$ cat config.mk
export PLATFORM = sky130hd
export DESIGN_NAME = rename_table
export DESIGN_NICKNAME = d
export VERILOG_FILES = /design/src/rtl/rename_table_pkg.sv /design/src/rtl/rename_table_decode.sv /design/src/rtl/rename_table_store.sv /design/src/rtl/rename_table_min.sv /design/src/rtl/rename_table.sv
export SDC_FILE = /design/constraint.sdc
export NUM_CORES = 1
export LEC_CHECK = 0
export ABC_AREA = 1
export BUFFER_PORTS_ARGS = -buffer_cell sky130_fd_sc_hd__clkbuf_2
export CAP_MARGIN = 20
export CELL_PAD_IN_SITES_DETAIL_PLACEMENT = 0
export CELL_PAD_IN_SITES_GLOBAL_PLACEMENT = 2
export CORE_ASPECT_RATIO = 1.5
export CORE_MARGIN = 2
export CORE_UTILIZATION = 32
export CTS_BUF_LIST = sky130_fd_sc_hd__clkbuf_8
export CTS_CLUSTER_DIAMETER = 80
export DETAILED_ROUTE_END_ITERATION = 7
export GPL_ROUTABILITY_DRIVEN = 0
export MAX_ROUTING_LAYER = met4
export PLACE_DENSITY_LB_ADDON = 0.1
export SLEW_MARGIN = 10
export SYNTH_ARGS = -nofsm -noshare
export SYNTH_HDL_FRONTEND = slang
export SYNTH_SLANG_ARGS = --single-unit
$ cat constraint.sdc
create_clock -name clk_i -period 2.5 [get_ports clk_i]
set_input_delay 0.5 -clock clk_i [delete_from_list [all_inputs] [get_ports clk_i]]
set_output_delay 0.5 -clock clk_i [all_outputs]
set_load 0.02 [all_outputs]
$ cat src/rtl/rename_table_pkg.sv
package rename_table_pkg;
  typedef enum logic [1:0] {
    RC_INT  = 2'd0,
    RC_FLT  = 2'd1,
    RC_CTRL = 2'd2
  } reg_cls_e;
endpackage

$ cat src/rtl/rename_table_decode.sv
module rename_table_decode
  import rename_table_pkg::*;
#(
  parameter int LOG_INT  = 8,
  parameter int LOG_FLT  = 8,
  parameter int PHYS_TOT = 32,
  parameter int AW       = 5,
  parameter int PW       = 6
) (
  input  logic [AW-1:0] arch_i,
  output reg_cls_e      cls_o,
  output logic [PW-1:0] ctrl_map_o
);
  localparam int LOG_TOT = LOG_INT + LOG_FLT;
  localparam logic [AW-1:0] INT_LIM = AW'(LOG_INT);
  localparam logic [AW-1:0] TOT_LIM = AW'(LOG_TOT);

  always_comb begin
    if (arch_i < INT_LIM)      cls_o = RC_INT;
    else if (arch_i < TOT_LIM) cls_o = RC_FLT;
    else                       cls_o = RC_CTRL;
  end

  // modular arithmetic in PW bits; result always fits below 2**PW
  assign ctrl_map_o = PW'(arch_i) - PW'(LOG_TOT) + PW'(PHYS_TOT);
endmodule

$ cat src/rtl/rename_table_store.sv
module rename_table_store #(
  parameter int LOG_INT  = 8,
  parameter int ENTRIES  = 16,
  parameter int PHYS_INT = 16,
  parameter int PW       = 6,
  parameter int TW       = 4,
  parameter int NRD      = 3
) (
  input  logic          clk_i,
  input  logic          rst_ni,
  input  logic          we_hi_i,
  input  logic [TW-1:0] wa_hi_i,
  input  logic [PW-1:0] wd_hi_i,
  input  logic          we_lo_i,
  input  logic [TW-1:0] wa_lo_i,
  input  logic [PW-1:0] wd_lo_i,
  input  logic [TW-1:0] rd_addr_i [NRD],
  output logic [PW-1:0] rd_data_o [NRD]
);
  logic [PW-1:0] mem_q [ENTRIES];

  for (genvar e = 0; e < ENTRIES; e++) begin : g_ent
    localparam logic [PW-1:0] RST_VAL =
      (e < LOG_INT) ? PW'(e) : PW'(PHYS_INT + e - LOG_INT);
    always_ff @(posedge clk_i or negedge rst_ni) begin
      if (!rst_ni)                              mem_q[e] <= RST_VAL;
      else if (we_hi_i && wa_hi_i == TW'(e))    mem_q[e] <= wd_hi_i;
      else if (we_lo_i && wa_lo_i == TW'(e))    mem_q[e] <= wd_lo_i;
    end
  end

  for (genvar r = 0; r < NRD; r++) begin : g_rd
    assign rd_data_o[r] = mem_q[rd_addr_i[r]];
  end
endmodule

$ cat src/rtl/rename_table_min.sv
module rename_table_min #(
  parameter int CW = 6
) (
  input  logic [CW-1:0] a_i,
  input  logic [CW-1:0] b_i,
  output logic [CW-1:0] y_o
);
  assign y_o = (a_i < b_i) ? a_i : b_i;
endmodule

$ cat src/rtl/rename_table.sv
module rename_table
  import rename_table_pkg::*;
#(
  parameter int LOG_INT  = 8,
  parameter int LOG_FLT  = 8,
  parameter int PHYS_INT = 16,
  parameter int PHYS_FLT = 16,
  parameter int NUM_CTRL = 4,
  parameter int INT_ZERO = 0,
  parameter int FLT_ZERO = 8,
  parameter int NUM_RD   = 2,
  parameter int CW       = 6,
  localparam int LOG_TOT  = LOG_INT + LOG_FLT,
  localparam int PHYS_TOT = PHYS_INT + PHYS_FLT,
  localparam int AW       = $clog2(LOG_TOT + NUM_CTRL),
  localparam int PW       = $clog2(PHYS_TOT + NUM_CTRL),
  localparam int TW       = $clog2(LOG_TOT)
) (
  input  logic                       clk_i,
  input  logic                       rst_ni,
  input  logic                       ren_valid_i,
  input  logic [AW-1:0]              ren_arch_i,
  output logic                       ren_ready_o,
  output logic [PW-1:0]              ren_new_o,
  output logic [PW-1:0]              ren_prev_o,
  output logic                       int_pop_o,
  input  logic [PW-1:0]              int_pop_reg_i,
  input  logic                       int_empty_i,
  output logic                       flt_pop_o,
  input  logic [PW-1:0]              flt_pop_reg_i,
  input  logic                       flt_empty_i,
  input  logic [CW-1:0]              int_free_cnt_i,
  input  logic [CW-1:0]              flt_free_cnt_i,
  output logic [CW-1:0]              free_cnt_o,
  input  logic [NUM_RD-1:0][AW-1:0]  lk_arch_i,
  output logic [NUM_RD-1:0][PW-1:0]  lk_phys_o,
  input  logic                       set_valid_i,
  input  logic [AW-1:0]              set_arch_i,
  input  logic [PW-1:0]              set_phys_i
);
  localparam int NRD = NUM_RD + 1;   // last read port serves the rename
  localparam logic [AW-1:0] INT_Z = AW'(INT_ZERO);
  localparam logic [AW-1:0] FLT_Z = AW'(FLT_ZERO);
  localparam logic [AW-1:0] TOT_LIM = AW'(LOG_TOT);

  logic [TW-1:0] rd_addr [NRD];
  logic [PW-1:0] rd_data [NRD];

  // rename side decode
  reg_cls_e      ren_cls;
  logic [PW-1:0] ren_ctrl;
  logic          ren_zero, need_int, need_flt;

  rename_table_decode #(
    .LOG_INT(LOG_INT), .LOG_FLT(LOG_FLT), .PHYS_TOT(PHYS_TOT), .AW(AW), .PW(PW)
  ) u_dec_ren (
    .arch_i(ren_arch_i), .cls_o(ren_cls), .ctrl_map_o(ren_ctrl)
  );

  assign ren_zero = (ren_arch_i == INT_Z) || (ren_arch_i == FLT_Z);
  assign need_int = ren_valid_i && !ren_zero && (ren_cls == RC_INT);
  assign need_flt = ren_valid_i && !ren_zero && (ren_cls == RC_FLT);

  assign ren_ready_o = !(need_int && int_empty_i) && !(need_flt && flt_empty_i);
  assign int_pop_o   = need_int && !int_empty_i;
  assign flt_pop_o   = need_flt && !flt_empty_i;

  assign rd_addr[NUM_RD] = ren_arch_i[TW-1:0];

  always_comb begin
    if (ren_cls == RC_CTRL) ren_prev_o = ren_ctrl;
    else                    ren_prev_o = rd_data[NUM_RD];
    if (ren_cls == RC_CTRL)     ren_new_o = ren_ctrl;
    else if (ren_zero)          ren_new_o = rd_data[NUM_RD];
    else if (ren_cls == RC_INT) ren_new_o = int_pop_reg_i;
    else                        ren_new_o = flt_pop_reg_i;
  end

  // lookup ports
  for (genvar r = 0; r < NUM_RD; r++) begin : g_lk
    reg_cls_e      lk_cls;
    logic [PW-1:0] lk_ctrl;
    rename_table_decode #(
      .LOG_INT(LOG_INT), .LOG_FLT(LOG_FLT), .PHYS_TOT(PHYS_TOT), .AW(AW), .PW(PW)
    ) u_dec_lk (
      .arch_i(lk_arch_i[r]), .cls_o(lk_cls), .ctrl_map_o(lk_ctrl)
    );
    assign rd_addr[r]   = lk_arch_i[r][TW-1:0];
    assign lk_phys_o[r] = (lk_cls == RC_CTRL) ? lk_ctrl : rd_data[r];
  end

  // storage: set-entry has priority over rename
  logic set_we;
  assign set_we = set_valid_i && (set_arch_i < TOT_LIM);

  rename_table_store #(
    .LOG_INT(LOG_INT), .ENTRIES(LOG_TOT), .PHYS_INT(PHYS_INT),
    .PW(PW), .TW(TW), .NRD(NRD)
  ) u_store (
    .clk_i    (clk_i),
    .rst_ni   (rst_ni),
    .we_hi_i  (set_we),
    .wa_hi_i  (set_arch_i[TW-1:0]),
    .wd_hi_i  (set_phys_i),
    .we_lo_i  (int_pop_o || flt_pop_o),
    .wa_lo_i  (ren_arch_i[TW-1:0]),
    .wd_lo_i  (ren_new_o),
    .rd_addr_i(rd_addr),
    .rd_data_o(rd_data)
  );

  rename_table_min #(.CW(CW)) u_min (
    .a_i(int_free_cnt_i), .b_i(flt_free_cnt_i), .y_o(free_cnt_o)
  );
endmodule

---- After elaboration in Yosys (flattened, before gate mapping) ----
Index checks and enable logic that the tools add are counted.
W data, S select, Z words.
storage, ports and cells
  flip-flop bits (word level) ............. 96
  word-level logic and storage cells ...... 193
operators by class
  $add $sub $neg .......................... 6
  multiplexer cells ....................... 54
  bitwise logic cells ..................... 3
  reduce and logical (&&, ||, !) cells .... 68
  order comparisons ....................... 11
  equality and inequality tests ........... 35
operators by type and width
  kind                   number
  $mux W6                45
  $bmux W6 S4            3
  $eq A4 B4 Y1 const B   16
  $logic_and A1 B1 Y1    41
  $eq A4 B3 Y1 const B   8
  $reduce_bool A2 Y1     16
  $lt A5 B5 Y1 const B   4
  $add A6 B6 Y6 const B  3
  $sub A5 B5 Y6 const B  3
  $eq A4 B2 Y1 const B   4
  $ge A5 B5 Y1 const B   3
  $lt A5 B4 Y1 const B   3
  $not A4 Y5             3
  $mux W2                6
  $eq A4 B1 Y1 const B   2
  $logic_not A4 Y1       2
  $eq A2 B2 Y1 const B   3
  $lt A6 B6 Y1           1
  $eq A5 B4 Y1 const B   1
  $logic_not A1 Y1       5
  $logic_not A5 Y1       1
  $eq A2 B1 Y1 const B   1
  $logic_not A2 Y1       1
  $logic_or A1 B1 Y1     2

---- Logic depth before layout (Yosys ltp) ----
Gate-level depths: netlist of the first run.
  word-level depth ........................ 10
  gate-level depth with buffers ........... 14

---- Cells and area by module ----
From an unflattened synthesis of the first run, not the netlist that was laid out.
second synthesis, totals
  cells, all modules ...................... 1521
  area total of the unflattened synthesis .. 8836.0 sq um
by module, submodules not included
  module               instances  area each (sq um)  cells an instance
  rename_table_store   1          7792.5             1320
  rename_table         1          634.4              128
  rename_table_min     1          251.5              46
  rename_table_decode  3          52.6               9

---- Worst setup path after synthesis of the first run ----
Ideal clock, no wire load.
  kind .................................... input to output
  start ................................... input port flt_free_cnt_i[5]
  end ..................................... output port free_cnt_o[1]
  data required time ...................... 2.000 ns
  arrival time ............................ 1.843 ns
  buffers on the path ..................... 1
  stages .................................. 7
  setup slack ............................. 0.157 ns
  cell sequence ........................... inv_1 ha_1 nand4_1 o221ai_1 clkbuf_1 nor2_1 a21oi_1
on the way
  longest elaborated chain between the ends .. 2
ends and longest elaborated chain
  item             RTL line               text
  start, declared  rename_table.sv:33     input logic [CW-1:0] flt_free_cnt_i,
  $lt A6 B6 Y1     rename_table_min.sv:8  assign y_o = (a_i < b_i) ? a_i : b_i;
  $mux W6          rename_table_min.sv:8
  end, declared    rename_table.sv:34     output logic [CW-1:0] free_cnt_o,
Every way passes these cells.

==> results of run 1 <==
synthesized netlist by cell type:
cell | number | share of area
a211oi_1 | 4 | 0.0037
a21oi_1 | 44 | 0.027
a22oi_1 | 1 | 0.00093
a31oi_1 | 10 | 0.0078
a31oi_2 | 2 | 0.0031
a32oi_1 | 1 | 0.0011
buf_1 | 3 | 0.0014
buf_2 | 9 | 0.0056
buf_4 | 5 | 0.0047
buf_6 | 11 | 0.015
clkbuf_1 | 42 | 0.020
clkinv_1 | 3 | 0.0014
dfrtp_1 | 64 | 0.20
dfstp_2 | 32 | 0.10
ha_1 | 5 | 0.0078
inv_1 | 107 | 0.050
inv_2 | 5 | 0.0023
inv_4 | 1 | 0.00078
nand2_1 | 554 | 0.26
nand2_2 | 6 | 0.0047
nand2_4 | 2 | 0.0028
nand3_1 | 186 | 0.12
nand3_2 | 3 | 0.0037
nand3b_1 | 6 | 0.0056
nand4_1 | 2 | 0.0016
nand4_2 | 1 | 0.0016
nor2_1 | 66 | 0.031
nor2_2 | 12 | 0.0093
nor2_4 | 1 | 0.0014
nor2_8 | 1 | 0.0025
o2111ai_1 | 4 | 0.0043
o211ai_1 | 11 | 0.010
o21a_1 | 4 | 0.0037
o21ai_0 | 105 | 0.065
o21ai_1 | 15 | 0.0093
o221ai_1 | 9 | 0.0098
o22ai_1 | 6 | 0.0047
o41ai_1 | 1 | 0.0011
worst max-delay path, cell delays in order (launching register included):
cell       delay [ps]
dfstp_2           590
inv_1              90
o21ai_1           150
o21ai_1           100
o2111ai_2         280
nand2_1            90
inv_1              70
clkbuf_2          160
worst max path at each step:
stage,startpoint,endpoint,slack (ps),depth (start not counted)
floorplan,flt_free_cnt_i[5],free_cnt_o[1],160,7
global placement,ren_arch_i[0],ren_new_o[1],-3,11
detailed placement,ren_arch_i[0],ren_new_o[1],-3,11
CTS,u_store.mem_q[68],lk_phys_o[8],5,7
global route,u_store.mem_q[40],ren_new_o[4],2,8
finish,u_store.mem_q[68],lk_phys_o[8],50,7
what timing repair did:
item | 4_1_cts | 5_1_grt
pin swaps | 2 | 5
buffers inserted | 2 | 2
gates resized for setup | 7 | 31
endpoints found under the setup margin | 4 | 17
hold buffers | 0 | 0
cloned | 0 | 2
stage by stage:
stage / hold WS, ps / instances / worst slack (ps)
after floorplan: 204 / 1344 / 157
after global placement: 475 / 1777 / -2.69
after detailed placement: 493 / 1777 / -2.72
after CTS: 45.9 / 1795 / 5.43
after global routing: 72.1 / 1799 / 2.20
final: 39.3 / 1799 / 52.9
cells by family after synthesis:
logic type,after synthesis,synth area share
AO/OA/AOI/OAI,217,0.152
AND/OR/NAND/NOR,840,0.437
flip-flops,96,0.303
adder cells (fa/ha/maj),5,0.00775
buffers and inverters,186,0.101
routing by layer:
metal	GRT usage	vias to the layer above	wire length, um
met5	-	-	0
met3	0.0408	80	2170
met4	0.150	0	1890
li1	-	4608	-
met1	0.378	4521	16300
met2	0.512	354	18900
power by group through the flow:
stage / Sequential, mW / Clock, mW / Combinational [mW]
6_report: 2.59 / 1.30 / 2.02
4_1_cts: 2.58 / 1.33 / 1.99
2_1_floorplan: 2.29 / 0 / 1.29
5_1_grt: 2.62 / 1.37 / 2.27
3_5_place_dp: 2.61 / 0 / 1.96
3_3_place_gp: 2.62 / 0 / 1.94
layout make-up:
type | count | area [sq um] | share of cell area
clock buffer | 12 | 165 | 0.0169
tap | 328 | 410 | 0.0420
sequential | 96 | 2440 | 0.250
inverter | 116 | 453 | 0.0464
multi-input combinational | 1062 | 4850 | 0.496
clock inverter | 4 | 73.8 | 0.00756
timing repair buffer | 181 | 1370 | 0.140
==> impl_metrics.xml, run 1 <==
<?xml version="1.0" encoding="UTF-8"?>
<metrics>
  <group name="status">
    <metric name="status" unit="">completed</metric>
  </group>
  <group name="sta">
    <metric name="final.min_clock_period" unit="ps">2450</metric>
    <metric name="finalMaxSlewViolations" unit="">0</metric>
    <metric name="rsz0062_at_grt" unit="">false</metric>
    <metric name="fmaxAchievable" unit="GHz">0.409</metric>
    <metric name="finalHoldViolCount" unit="">0</metric>
    <metric name="finClkSkew" unit="ps">7.85</metric>
    <metric name="fin_tns_setup" unit="ps">0</metric>
    <metric name="setup_viol" unit="">0</metric>
    <metric name="tightestPinTransition" unit="ps">640</metric>
    <metric name="finalCritPeriodShare" unit="">0.979</metric>
    <metric name="slew-limit-headroom" unit="">0.571</metric>
  </group>
  <group name="final_layout">
    <metric name="layout.cells.most_common" unit="">nand2_1</metric>
    <metric name="layout-area-overhead-vs-synth" unit="%">21.0</metric>
    <metric name="largest_reg_flops" unit="">96</metric>
    <metric name="count_of_inserted_antenna_diode_cells" unit="">0</metric>
    <metric name="mostFrequentLayoutCells" unit="">nand2_1 (551), nand3_1 (186), inv_1 (101)</metric>
    <metric name="biggestRegsByFlops" unit="">u_store.mem_q (96)</metric>
    <metric name="num-nets-final" unit="">1527</metric>
    <metric name="registers.top_by_ff_count" unit="">u_store.mem_q</metric>
    <metric name="post-route-cell-area" unit="sq um">9760</metric>
    <metric name="count_of_filler_cells_inserted_in_the_layout" unit="">2771</metric>
    <metric name="layout.core_utilization" unit="">0.391</metric>
    <metric name="layout-drive-gt1-share" unit="">0.189</metric>
  </group>
  <group name="routing">
    <metric name="num_vias" unit="">9563</metric>
    <metric name="postRouteAntennaNets" unit="">0</metric>
    <metric name="via_per_inst" unit="">5.32</metric>
    <metric name="drc_markers" unit="">0</metric>
    <metric name="route.final.wire_length" unit="um">39300</metric>
    <metric name="detail_route.wl_per_cell" unit="um">21.9</metric>
    <metric name="first_iter_violations" unit="">772</metric>
    <metric name="detail_route.first_pass.iterations" unit="">5</metric>
  </group>
  <group name="floorplanning">
    <metric name="floorplan.die.width" unit="um">134</metric>
    <metric name="die-area" unit="sq um">26500</metric>
    <metric name="effective_utilization_at_floorplan" unit="">0.323</metric>
    <metric name="rows" unit="">71</metric>
    <metric name="overall_die_height" unit="um">198</metric>
    <metric name="fp.coreArea" unit="sq um">25000</metric>
    <metric name="pin_count" unit="">89</metric>
  </group>
  <group name="clock_network">
    <metric name="cts_made_buffers" unit="">9</metric>
    <metric name="cts-htree-levels" unit="">3</metric>
    <metric name="cts.path.max_buffers" unit="">2</metric>
    <metric name="cts_root_buffer" unit="">clkbuf_8</metric>
    <metric name="clk_pin_slew" unit="ps">100</metric>
    <metric name="worst_skew_pair.late_latency" unit="ps">430</metric>
    <metric name="clock_tree_from_tritoncts" unit="">yes</metric>
    <metric name="tritoncts_num_sinks" unit="">96</metric>
  </group>
  <group name="pwr">
    <metric name="ir_worst_vdd" unit="V">0.000252</metric>
    <metric name="power.share.clock" unit="">0.220</metric>
    <metric name="p_sw_frac" unit="">0.422</metric>
    <metric name="pwr_total" unit="mW">5.92</metric>
    <metric name="p_per_area" unit="nW/um^2">607</metric>
    <metric name="power.switching" unit="mW">2.50</metric>
    <metric name="power.share.combinational" unit="">0.342</metric>
    <metric name="total_leakage_power" unit="nW">4.87</metric>
    <metric name="sequentialPowerShare" unit="">0.438</metric>
    <metric name="internal_power" unit="mW">3.42</metric>
  </group>
  <group name="job">
    <metric name="maxCapViolations" unit="">0</metric>
  </group>
  <group name="placed_design">
    <metric name="placedInstanceArea" unit="sq um">9350</metric>
    <metric name="post-dp-hpwl" unit="um">29900</metric>
    <metric name="portBuffers" unit="">88</metric>
  </group>
  <group name="worst_setup_path">
    <metric name="reg2reg_slack" unit="ps">630</metric>
    <metric name="critical_path_class" unit="">reg2out</metric>
    <metric name="cp_data_arrival_time" unit="ps">1950</metric>
    <metric name="start_kind" unit="">flop</metric>
    <metric name="worst-r2r-cell-count" unit="">11</metric>
    <metric name="worst_reg2reg_path_startpoint" unit="">u_store.mem_q[7]</metric>
    <metric name="setup.worst_path.end_class" unit="">output pin</metric>
    <metric name="destination_of_the_worst_register_to_register_timing_path" unit="">u_store.mem_q[67]</metric>
    <metric name="path_max_fanout" unit="">3</metric>
    <metric name="worst_endpoint_required_time" unit="ps">2000</metric>
  </group>
  <group name="global_routing">
    <metric name="globalRouteTotalUtil" unit="">0.311</metric>
    <metric name="wire_length_of_the_first_global_routing_pass" unit="um">58900</metric>
    <metric name="global_route.overflow_total" unit="">0</metric>
    <metric name="antenna_violations_before_repair" unit="">0</metric>
    <metric name="via_count_of_the_first_global_routing_pass" unit="">9156</metric>
    <metric name="grt_max_degree" unit="">66</metric>
  </group>
  <group name="synthesis">
    <metric name="seq_area_frac_synth" unit="">0.303</metric>
    <metric name="number_of_register_bits_inferred_by_synthesis" unit="">96</metric>
    <metric name="number_of_nets_in_the_synthesized_netlist" unit="">1405</metric>
    <metric name="synthesis.yosys.warnings" unit="">0</metric>
    <metric name="syn_area_per_cell" unit="sq um">6.00</metric>
    <metric name="syn_area" unit="sq um">8070</metric>
    <metric name="post_synth_inst_count" unit="">1344</metric>
    <metric name="yosys.cell_types.count" unit="">38</metric>
  </group>
  <group name="hold_path">
    <metric name="hold_path.class" unit="">in2async</metric>
  </group>
</metrics>
No activity file was read; power rests on OpenSTA's default activity.
==> run 2, diff against run 1 <==
--- a/config.mk
+++ b/config.mk
@@ -22,4 +22,5 @@
 export SLEW_MARGIN = 10
 export SYNTH_ARGS = -nofsm -noshare
 export SYNTH_HDL_FRONTEND = slang
+export SYNTH_HIERARCHICAL = 1
 export SYNTH_SLANG_ARGS = --single-unit
==> run 2 against run 1 <==
Sequential cell count is the same; clock-buffer cell count down 2; utilization grew 2.5 points.
==> impl_metrics.xml, run 2 <==
<?xml version="1.0" encoding="UTF-8"?>
<metrics>
  <group name="final_layout">
    <metric name="layout.core_utilization" unit="">0.416</metric>
    <metric name="mostFrequentLayoutCells" unit="">nand2_1 (528), nand3_1 (389), buf_4 (132)</metric>
    <metric name="count_of_filler_cells_inserted_in_the_layout" unit="">3054</metric>
    <metric name="biggestRegsByFlops" unit="">u_store/mem_q (96)</metric>
    <metric name="num-nets-final" unit="">1739</metric>
    <metric name="layout-drive-gt1-share" unit="">0.276</metric>
    <metric name="registers.top_by_ff_count" unit="">u_store/mem_q</metric>
    <metric name="post-route-cell-area" unit="sq um">11300</metric>
    <metric name="count_of_inserted_antenna_diode_cells" unit="">0</metric>
    <metric name="largest_reg_flops" unit="">96</metric>
    <metric name="layout.cells.most_common" unit="">nand2_1</metric>
    <metric name="layout-area-overhead-vs-synth" unit="%">28.0</metric>
    <metric name="final_cell_count_no_fill" unit="">2025</metric>
  </group>
  <group name="worst_setup_path">
    <metric name="path_max_fanout" unit="">3</metric>
    <metric name="path_delay_family" unit="">simple AND/OR/NAND/NOR gates</metric>
    <metric name="timing.critical_path.cells" unit="">inv_4 &gt; nand2_2 &gt; nand3_2 &gt; nand3_2 &gt; nand3_2 &gt; nand2_2 &gt; inv_2 &gt; nand3_1 &gt; nand2_1 &gt; inv_1 &gt; nand2_1 &gt; nand2_2 &gt; buf_8</metric>
    <metric name="timing.critical_path.slowest_cell_delay" unit="ps">570</metric>
    <metric name="worst_endpoint_required_time" unit="ps">2000</metric>
    <metric name="destination_of_the_worst_register_to_register_timing_path" unit="">u_store/mem_q[41]</metric>
    <metric name="reg2reg_slack" unit="ps">290</metric>
    <metric name="cp_data_arrival_time" unit="ps">1920</metric>
    <metric name="worst-r2r-cell-count" unit="">18</metric>
    <metric name="worst_reg2reg_path_startpoint" unit="">u_store/mem_q[23]</metric>
    <metric name="cp_num_buf_inv" unit="">4</metric>
    <metric name="setup.worst_path.end_class" unit="">output pin</metric>
    <metric name="critical_path.slowest_cell" unit="">dfstp_2</metric>
    <metric name="critical_path_class" unit="">reg2out</metric>
    <metric name="start_kind" unit="">flop</metric>
  </group>
  <group name="placed_design">
    <metric name="pre_cts_ws" unit="ps">-179</metric>
    <metric name="placedCellCount" unit="">1973</metric>
    <metric name="portBuffers" unit="">88</metric>
    <metric name="placedInstanceArea" unit="sq um">10300</metric>
    <metric name="post-dp-hpwl" unit="um">31200</metric>
  </group>
  <group name="sta">
    <metric name="fin_tns_setup" unit="ps">0</metric>
    <metric name="finalCritPeriodShare" unit="">0.970</metric>
    <metric name="finClkSkew" unit="ps">13.4</metric>
    <metric name="worst_hold_slack_after_final_layout" unit="ps">82.5</metric>
    <metric name="post-route-worst-setup-slack" unit="ps">75.8</metric>
    <metric name="rsz0062_at_grt" unit="">true</metric>
    <metric name="finalHoldViolCount" unit="">0</metric>
    <metric name="final.min_clock_period" unit="ps">2420</metric>
    <metric name="finalMaxSlewViolations" unit="">0</metric>
    <metric name="fmaxAchievable" unit="GHz">0.413</metric>
    <metric name="setup_viol" unit="">0</metric>
    <metric name="slew-limit-headroom" unit="">0.613</metric>
    <metric name="tightestPinTransition" unit="ps">578</metric>
  </group>
  <group name="synthesis">
    <metric name="synthesis.yosys.warnings" unit="">6</metric>
    <metric name="yosys.area.top_type" unit="">nand3_1</metric>
    <metric name="yosys.cell_types.count" unit="">27</metric>
    <metric name="number_of_register_bits_inferred_by_synthesis" unit="">96</metric>
    <metric name="synth.top_cells.by_area" unit="">nand3_1 (25%), nand2_1 (24%), dfrtp_1 (18%)</metric>
    <metric name="seq_area_frac_synth" unit="">0.276</metric>
    <metric name="synth_async_sr_flop_share" unit="">1.00</metric>
    <metric name="synth_most_common_cell" unit="">nand2_1</metric>
    <metric name="number_of_nets_in_the_synthesized_netlist" unit="">1582</metric>
    <metric name="post_synth_inst_count" unit="">1521</metric>
    <metric name="yosys.area.top_type_share" unit="">0.246</metric>
    <metric name="ys.flop_type" unit="">dfrtp_1</metric>
    <metric name="number_of_flops_mapped_to_enable_cells_by_yosys" unit="">0</metric>
    <metric name="syn_area_per_cell" unit="sq um">5.81</metric>
    <metric name="syn_area" unit="sq um">8840</metric>
    <metric name="yosys-top-cells-count" unit="">nand2_1 (554), nand3_1 (434), inv_1 (187)</metric>
  </group>
  <group name="floorplanning">
    <metric name="pin_count" unit="">89</metric>
    <metric name="rows" unit="">74</metric>
    <metric name="effective_utilization_at_floorplan" unit="">0.325</metric>
    <metric name="floorplan.die.width" unit="um">140</metric>
    <metric name="overall_die_height" unit="um">208</metric>
    <metric name="die-area" unit="sq um">29000</metric>
    <metric name="fp.coreArea" unit="sq um">27200</metric>
  </group>
  <group name="clock_network">
    <metric name="cts_root_buffer" unit="">clkbuf_8</metric>
    <metric name="holdBufCountCts" unit="">0</metric>
    <metric name="clock_tree_from_tritoncts" unit="">yes</metric>
    <metric name="clk_pin_slew" unit="ps">100</metric>
    <metric name="worst_skew_pair.late_latency" unit="ps">390</metric>
    <metric name="cts_made_buffers" unit="">9</metric>
    <metric name="cts-htree-levels" unit="">3</metric>
    <metric name="cts.path.max_buffers" unit="">2</metric>
    <metric name="tritoncts_num_sinks" unit="">96</metric>
  </group>
  <group name="pwr">
    <metric name="pwr_total" unit="mW">6.62</metric>
    <metric name="total_leakage_power" unit="nW">5.95</metric>
    <metric name="p_per_area" unit="nW/um^2">585</metric>
    <metric name="ir_worst_vdd" unit="V">0.000468</metric>
  </group>
  <group name="global_routing">
    <metric name="grt_max_degree" unit="">50</metric>
    <metric name="wire_length_of_the_first_global_routing_pass" unit="um">62800</metric>
    <metric name="global_route.overflow_total" unit="">0</metric>
    <metric name="antenna_violations_before_repair" unit="">0</metric>
    <metric name="via_count_of_the_first_global_routing_pass" unit="">10200</metric>
    <metric name="globalRouteTotalUtil" unit="">0.291</metric>
  </group>
  <group name="routing">
    <metric name="first_iter_violations" unit="">882</metric>
    <metric name="drc_markers" unit="">0</metric>
    <metric name="detail_route.first_pass.iterations" unit="">6</metric>
    <metric name="detail_route.wl_per_cell" unit="um">20.6</metric>
    <metric name="route.final.wire_length" unit="um">41700</metric>
    <metric name="postRouteAntennaNets" unit="">0</metric>
    <metric name="num_vias" unit="">10800</metric>
    <metric name="via_per_inst" unit="">5.34</metric>
  </group>
  <group name="status">
    <metric name="status" unit="">completed</metric>
  </group>
  <group name="hold_path">
    <metric name="hold_path.class" unit="">in2async</metric>
  </group>
  <group name="job">
    <metric name="maxCapViolations" unit="">0</metric>
  </group>
</metrics>
[run 2: how the worst max path moves through the flow]
stage	depth (start not counted)	endpoint	from	slack (ps)
6_report	13	ren_new_o[1]	u_store/mem_q[49]	80
3_3_place_gp	20	u_store/mem_q[41]	ren_arch_i[0]	-120
5_1_grt	13	ren_new_o[4]	u_store/mem_q[40]	-40
4_1_cts	13	ren_new_o[4]	u_store/mem_q[46]	-20
2_1_floorplan	16	u_store/mem_q[94]	ren_arch_i[1]	80
3_5_place_dp	20	u_store/mem_q[37]	ren_arch_i[0]	-180
[run 2: cells by family (layout without fill, tap and decap cells)]
logic type                 count (synthesis)  count (layout)  synth area share
DFF                                       96              96             0.276
and+or+nand+nor                         1059            1059             0.527
AOI/OAI and AO/OA                         75              75            0.0554
buffers and inverters                    286             448             0.135
adders and majority gates                  5               5           0.00708
[run 2: cell type report]
type,instances,area [sq um],area share
well taps,342,428,0.0378
clock inverters,6,82.6,0.00730
flip-flops and latches,96,2440,0.216
multi-input cells,1139,5530,0.489
inverters,194,763,0.0675
clock buffers,10,138,0.0122
repair buffers,238,1930,0.171
[run 2: power by group]
group	switching (mW)	leakage, nW	internal (mW)
Clock	0.578	0.118	0.588
Sequential	0.348	1.15	2.05
Combinational	1.96	4.68	1.10
Total	2.88	5.95	3.74
[run 2: metal layers]
layer | wire length [um] | GRT usage | vias to the layer above
li1 | - | - | 5190
met4 | 2770 | 0.157 | 0
met3 | 2110 | 0.0277 | 115
met5 | 0 | - | -
met2 | 19800 | 0.471 | 450
met1 | 17000 | 0.359 | 5054
[run 2: what timing repair did]
action,4_1_cts,5_1_grt
resized for setup,76,112
pin swaps,11,32
endpoints found under the hold margin,0,0
endpoints found under the setup margin,12,13
cloned,2,2
setup buffers,6,26
==> run 3, diff against run 2 <==
--- a/config.mk
+++ b/config.mk
@@ -19,6 +19,7 @@
 export GPL_ROUTABILITY_DRIVEN = 0
 export MAX_ROUTING_LAYER = met4
 export PLACE_DENSITY_LB_ADDON = 0.1
+export SETUP_SLACK_MARGIN = 0.5
 export SLEW_MARGIN = 10
 export SYNTH_ARGS = -nofsm -noshare
 export SYNTH_HDL_FRONTEND = slang
==> run 3 against run 2 <==
Register-to-register slack better by 30 ps; first-iteration DRC count down 7.1%; largest power group unchanged; final area up 14%; sequential share of layout area down 2.7 points; highest routed layer unchanged; critical path depth unchanged; clock skew down 2.7 ps; clock power down 12%; largest cell class unchanged; the run now ends with setup timing left.
==> impl_metrics.xml, run 3 (synthesis gave the netlist of run 2 again) <==
<?xml version="1.0" encoding="UTF-8"?>
<metrics>
  <group name="final_layout">
    <metric name="num-nets-final" unit="">1753</metric>
    <metric name="final_cell_count_no_fill" unit="">2038</metric>
    <metric name="biggestRegsByFlops" unit="">u_store/mem_q (96)</metric>
    <metric name="mostFrequentLayoutCells" unit="">nand2_1 (484), nand3_1 (291), nand3_2 (135)</metric>
    <metric name="layout.core_utilization" unit="">0.475</metric>
    <metric name="layout.cells.most_common" unit="">nand2_1</metric>
    <metric name="registers.top_by_ff_count" unit="">u_store/mem_q</metric>
    <metric name="count_of_inserted_antenna_diode_cells" unit="">0</metric>
    <metric name="largest_reg_flops" unit="">96</metric>
    <metric name="layout-area-overhead-vs-synth" unit="%">46.2</metric>
    <metric name="layout-drive-gt1-share" unit="">0.398</metric>
  </group>
  <group name="global_routing">
    <metric name="antenna_violations_before_repair" unit="">0</metric>
    <metric name="wire_length_of_the_first_global_routing_pass" unit="um">64200</metric>
    <metric name="global_route.overflow_total" unit="">0</metric>
    <metric name="via_count_of_the_first_global_routing_pass" unit="">10400</metric>
    <metric name="grt_max_degree" unit="">97</metric>
    <metric name="globalRouteTotalUtil" unit="">0.300</metric>
  </group>
  <group name="routing">
    <metric name="detail_route.first_pass.iterations" unit="">6</metric>
    <metric name="num_vias" unit="">10900</metric>
    <metric name="drc_markers" unit="">0</metric>
    <metric name="route.final.wire_length" unit="um">43100</metric>
    <metric name="first_iter_violations" unit="">819</metric>
    <metric name="postRouteAntennaNets" unit="">0</metric>
    <metric name="via_per_inst" unit="">5.36</metric>
    <metric name="detail_route.wl_per_cell" unit="um">21.2</metric>
  </group>
  <group name="status">
    <metric name="status" unit="">complete, but fails checks</metric>
    <metric name="failed_checks" unit="">setup timing</metric>
  </group>
  <group name="worst_setup_path">
    <metric name="timing.critical_path.slowest_cell_delay" unit="ps">570</metric>
    <metric name="start_kind" unit="">flop</metric>
    <metric name="timing.critical_path.cells" unit="">clkinvlp_4 &gt; nand2_2 &gt; nand3_2 &gt; nand3_2 &gt; nand3_2 &gt; nand2_4 &gt; inv_4 &gt; nand3_2 &gt; nand2_2 &gt; inv_2 &gt; nand2_2 &gt; nand2_4 &gt; buf_8</metric>
    <metric name="path_max_fanout" unit="">2</metric>
    <metric name="critical_path.slowest_cell" unit="">dfstp_2</metric>
    <metric name="cpMostUsedCell" unit="">nand3_2</metric>
    <metric name="critical_path_class" unit="">reg2out</metric>
    <metric name="path_delay_family" unit="">simple AND/OR/NAND/NOR gates</metric>
    <metric name="cp_num_buf_inv" unit="">4</metric>
    <metric name="worst_endpoint_required_time" unit="ps">2000</metric>
    <metric name="cp_data_arrival_time" unit="ps">2020</metric>
    <metric name="setup.worst_path.end_class" unit="">output pin</metric>
  </group>
  <group name="sta">
    <metric name="tightestPinTransition" unit="ps">564</metric>
    <metric name="finalCritPeriodShare" unit="">1.01</metric>
    <metric name="finalMaxSlewViolations" unit="">0</metric>
    <metric name="fmaxAchievable" unit="GHz">0.397</metric>
    <metric name="setup_viol" unit="">2</metric>
    <metric name="finalHoldViolCount" unit="">0</metric>
    <metric name="post-route-worst-setup-slack" unit="ps">-15.9</metric>
    <metric name="slew-limit-headroom" unit="">0.624</metric>
    <metric name="rsz0062_at_grt" unit="">true</metric>
    <metric name="finClkSkew" unit="ps">10.7</metric>
    <metric name="final.min_clock_period" unit="ps">2520</metric>
  </group>
  <group name="job">
    <metric name="maxCapViolations" unit="">0</metric>
  </group>
  <group name="floorplanning">
    <metric name="rows" unit="">74</metric>
    <metric name="effective_utilization_at_floorplan" unit="">0.325</metric>
    <metric name="overall_die_height" unit="um">208</metric>
    <metric name="fp.coreArea" unit="sq um">27200</metric>
    <metric name="die-area" unit="sq um">29000</metric>
    <metric name="floorplan.die.width" unit="um">140</metric>
    <metric name="pin_count" unit="">89</metric>
  </group>
  <group name="clock_network">
    <metric name="cts-htree-levels" unit="">3</metric>
    <metric name="worst_skew_pair.late_latency" unit="ps">400</metric>
    <metric name="cts_made_buffers" unit="">9</metric>
    <metric name="cts_root_buffer" unit="">clkbuf_8</metric>
    <metric name="clk_pin_slew" unit="ps">90</metric>
    <metric name="tritoncts_num_sinks" unit="">96</metric>
    <metric name="clock_tree_from_tritoncts" unit="">yes</metric>
    <metric name="cts.path.max_buffers" unit="">2</metric>
  </group>
  <group name="placed_design">
    <metric name="post-dp-hpwl" unit="um">31400</metric>
    <metric name="portBuffers" unit="">88</metric>
    <metric name="placedCellCount" unit="">1964</metric>
  </group>
  <group name="hold_path">
    <metric name="hold_path.class" unit="">in2async</metric>
  </group>
  <group name="pwr">
    <metric name="ir_worst_vdd" unit="V">0.000383</metric>
    <metric name="total_leakage_power" unit="nW">6.44</metric>
    <metric name="p_per_area" unit="nW/um^2">539</metric>
  </group>
</metrics>
[run 3: metal layers]
layer | up-vias | global-route usage | wire length [um]
met5 | - | - | 0
met4 | 0 | 0.150 | 2650
met3 | 111 | 0.0249 | 2280
met2 | 468 | 0.506 | 21200
met1 | 5111 | 0.358 | 17000
li1 | 5226 | - | -
[run 3: path summary, 6_finish.rpt]
check	startpoint	endpoint	slack, ps	depth (start not counted)
min	rst_ni	u_store/mem_q[32]	120	2
max in group asynchronous	rst_ni	u_store/mem_q[2]	1910	2
min in group clk_i	u_store/mem_q[46]	u_store/mem_q[46]	480	2
max	u_store/mem_q[48]	ren_new_o[0]	-20	13
max reg2reg	u_store/mem_q[48]	u_store/mem_q[24]	320	17
min reg2reg	u_store/mem_q[46]	u_store/mem_q[46]	480	2
[run 3: per-stage QoR]
| step | TNS [ps] | instance area [sq um] | setup WS [ps] | hold WS [ps] | power, mW |
|---|---|---|---|---|---|
| 5_1_grt | -444 | 12900 | -97.3 | 179 | 7.39 |
| 3_3_place_gp | -2670 | 10300 | -103 | 460 | 5.02 |
| 2_1_floorplan | 0 | 9020 | 500 | 204 | 3.90 |
| 6_report | -28.5 | 12900 | -15.9 | 123 | 6.97 |
| 4_1_cts | -474 | 11600 | -103 | 140 | 6.49 |
| 3_5_place_dp | -3830 | 10300 | -128 | 457 | 5.02 |
[run 3: repair_timing]
action                     4_1_cts  5_1_grt
gates cloned                     8        3
setup buffers                   18       30
resized for setup              226      305
setup endpoints to repair      127      129
pin swaps                       47      135
hold buffers                     0        0
[run 3: power by group]
group	leakage (nW)	internal, mW	switching, mW
sequential	1.15	2.05	0.318
combinational	5.20	1.38	2.19
clock	0.0975	0.464	0.569
[run 3: cell type report]
cell class	count	area [sq um]
tap	342	428
timing repair buffer	252	2650
sequential	96	2440
clock inverter	2	12.5
inverter	194	806
fill	2910	14300
clock buffer	13	179
multi-input combinational	1139	6400
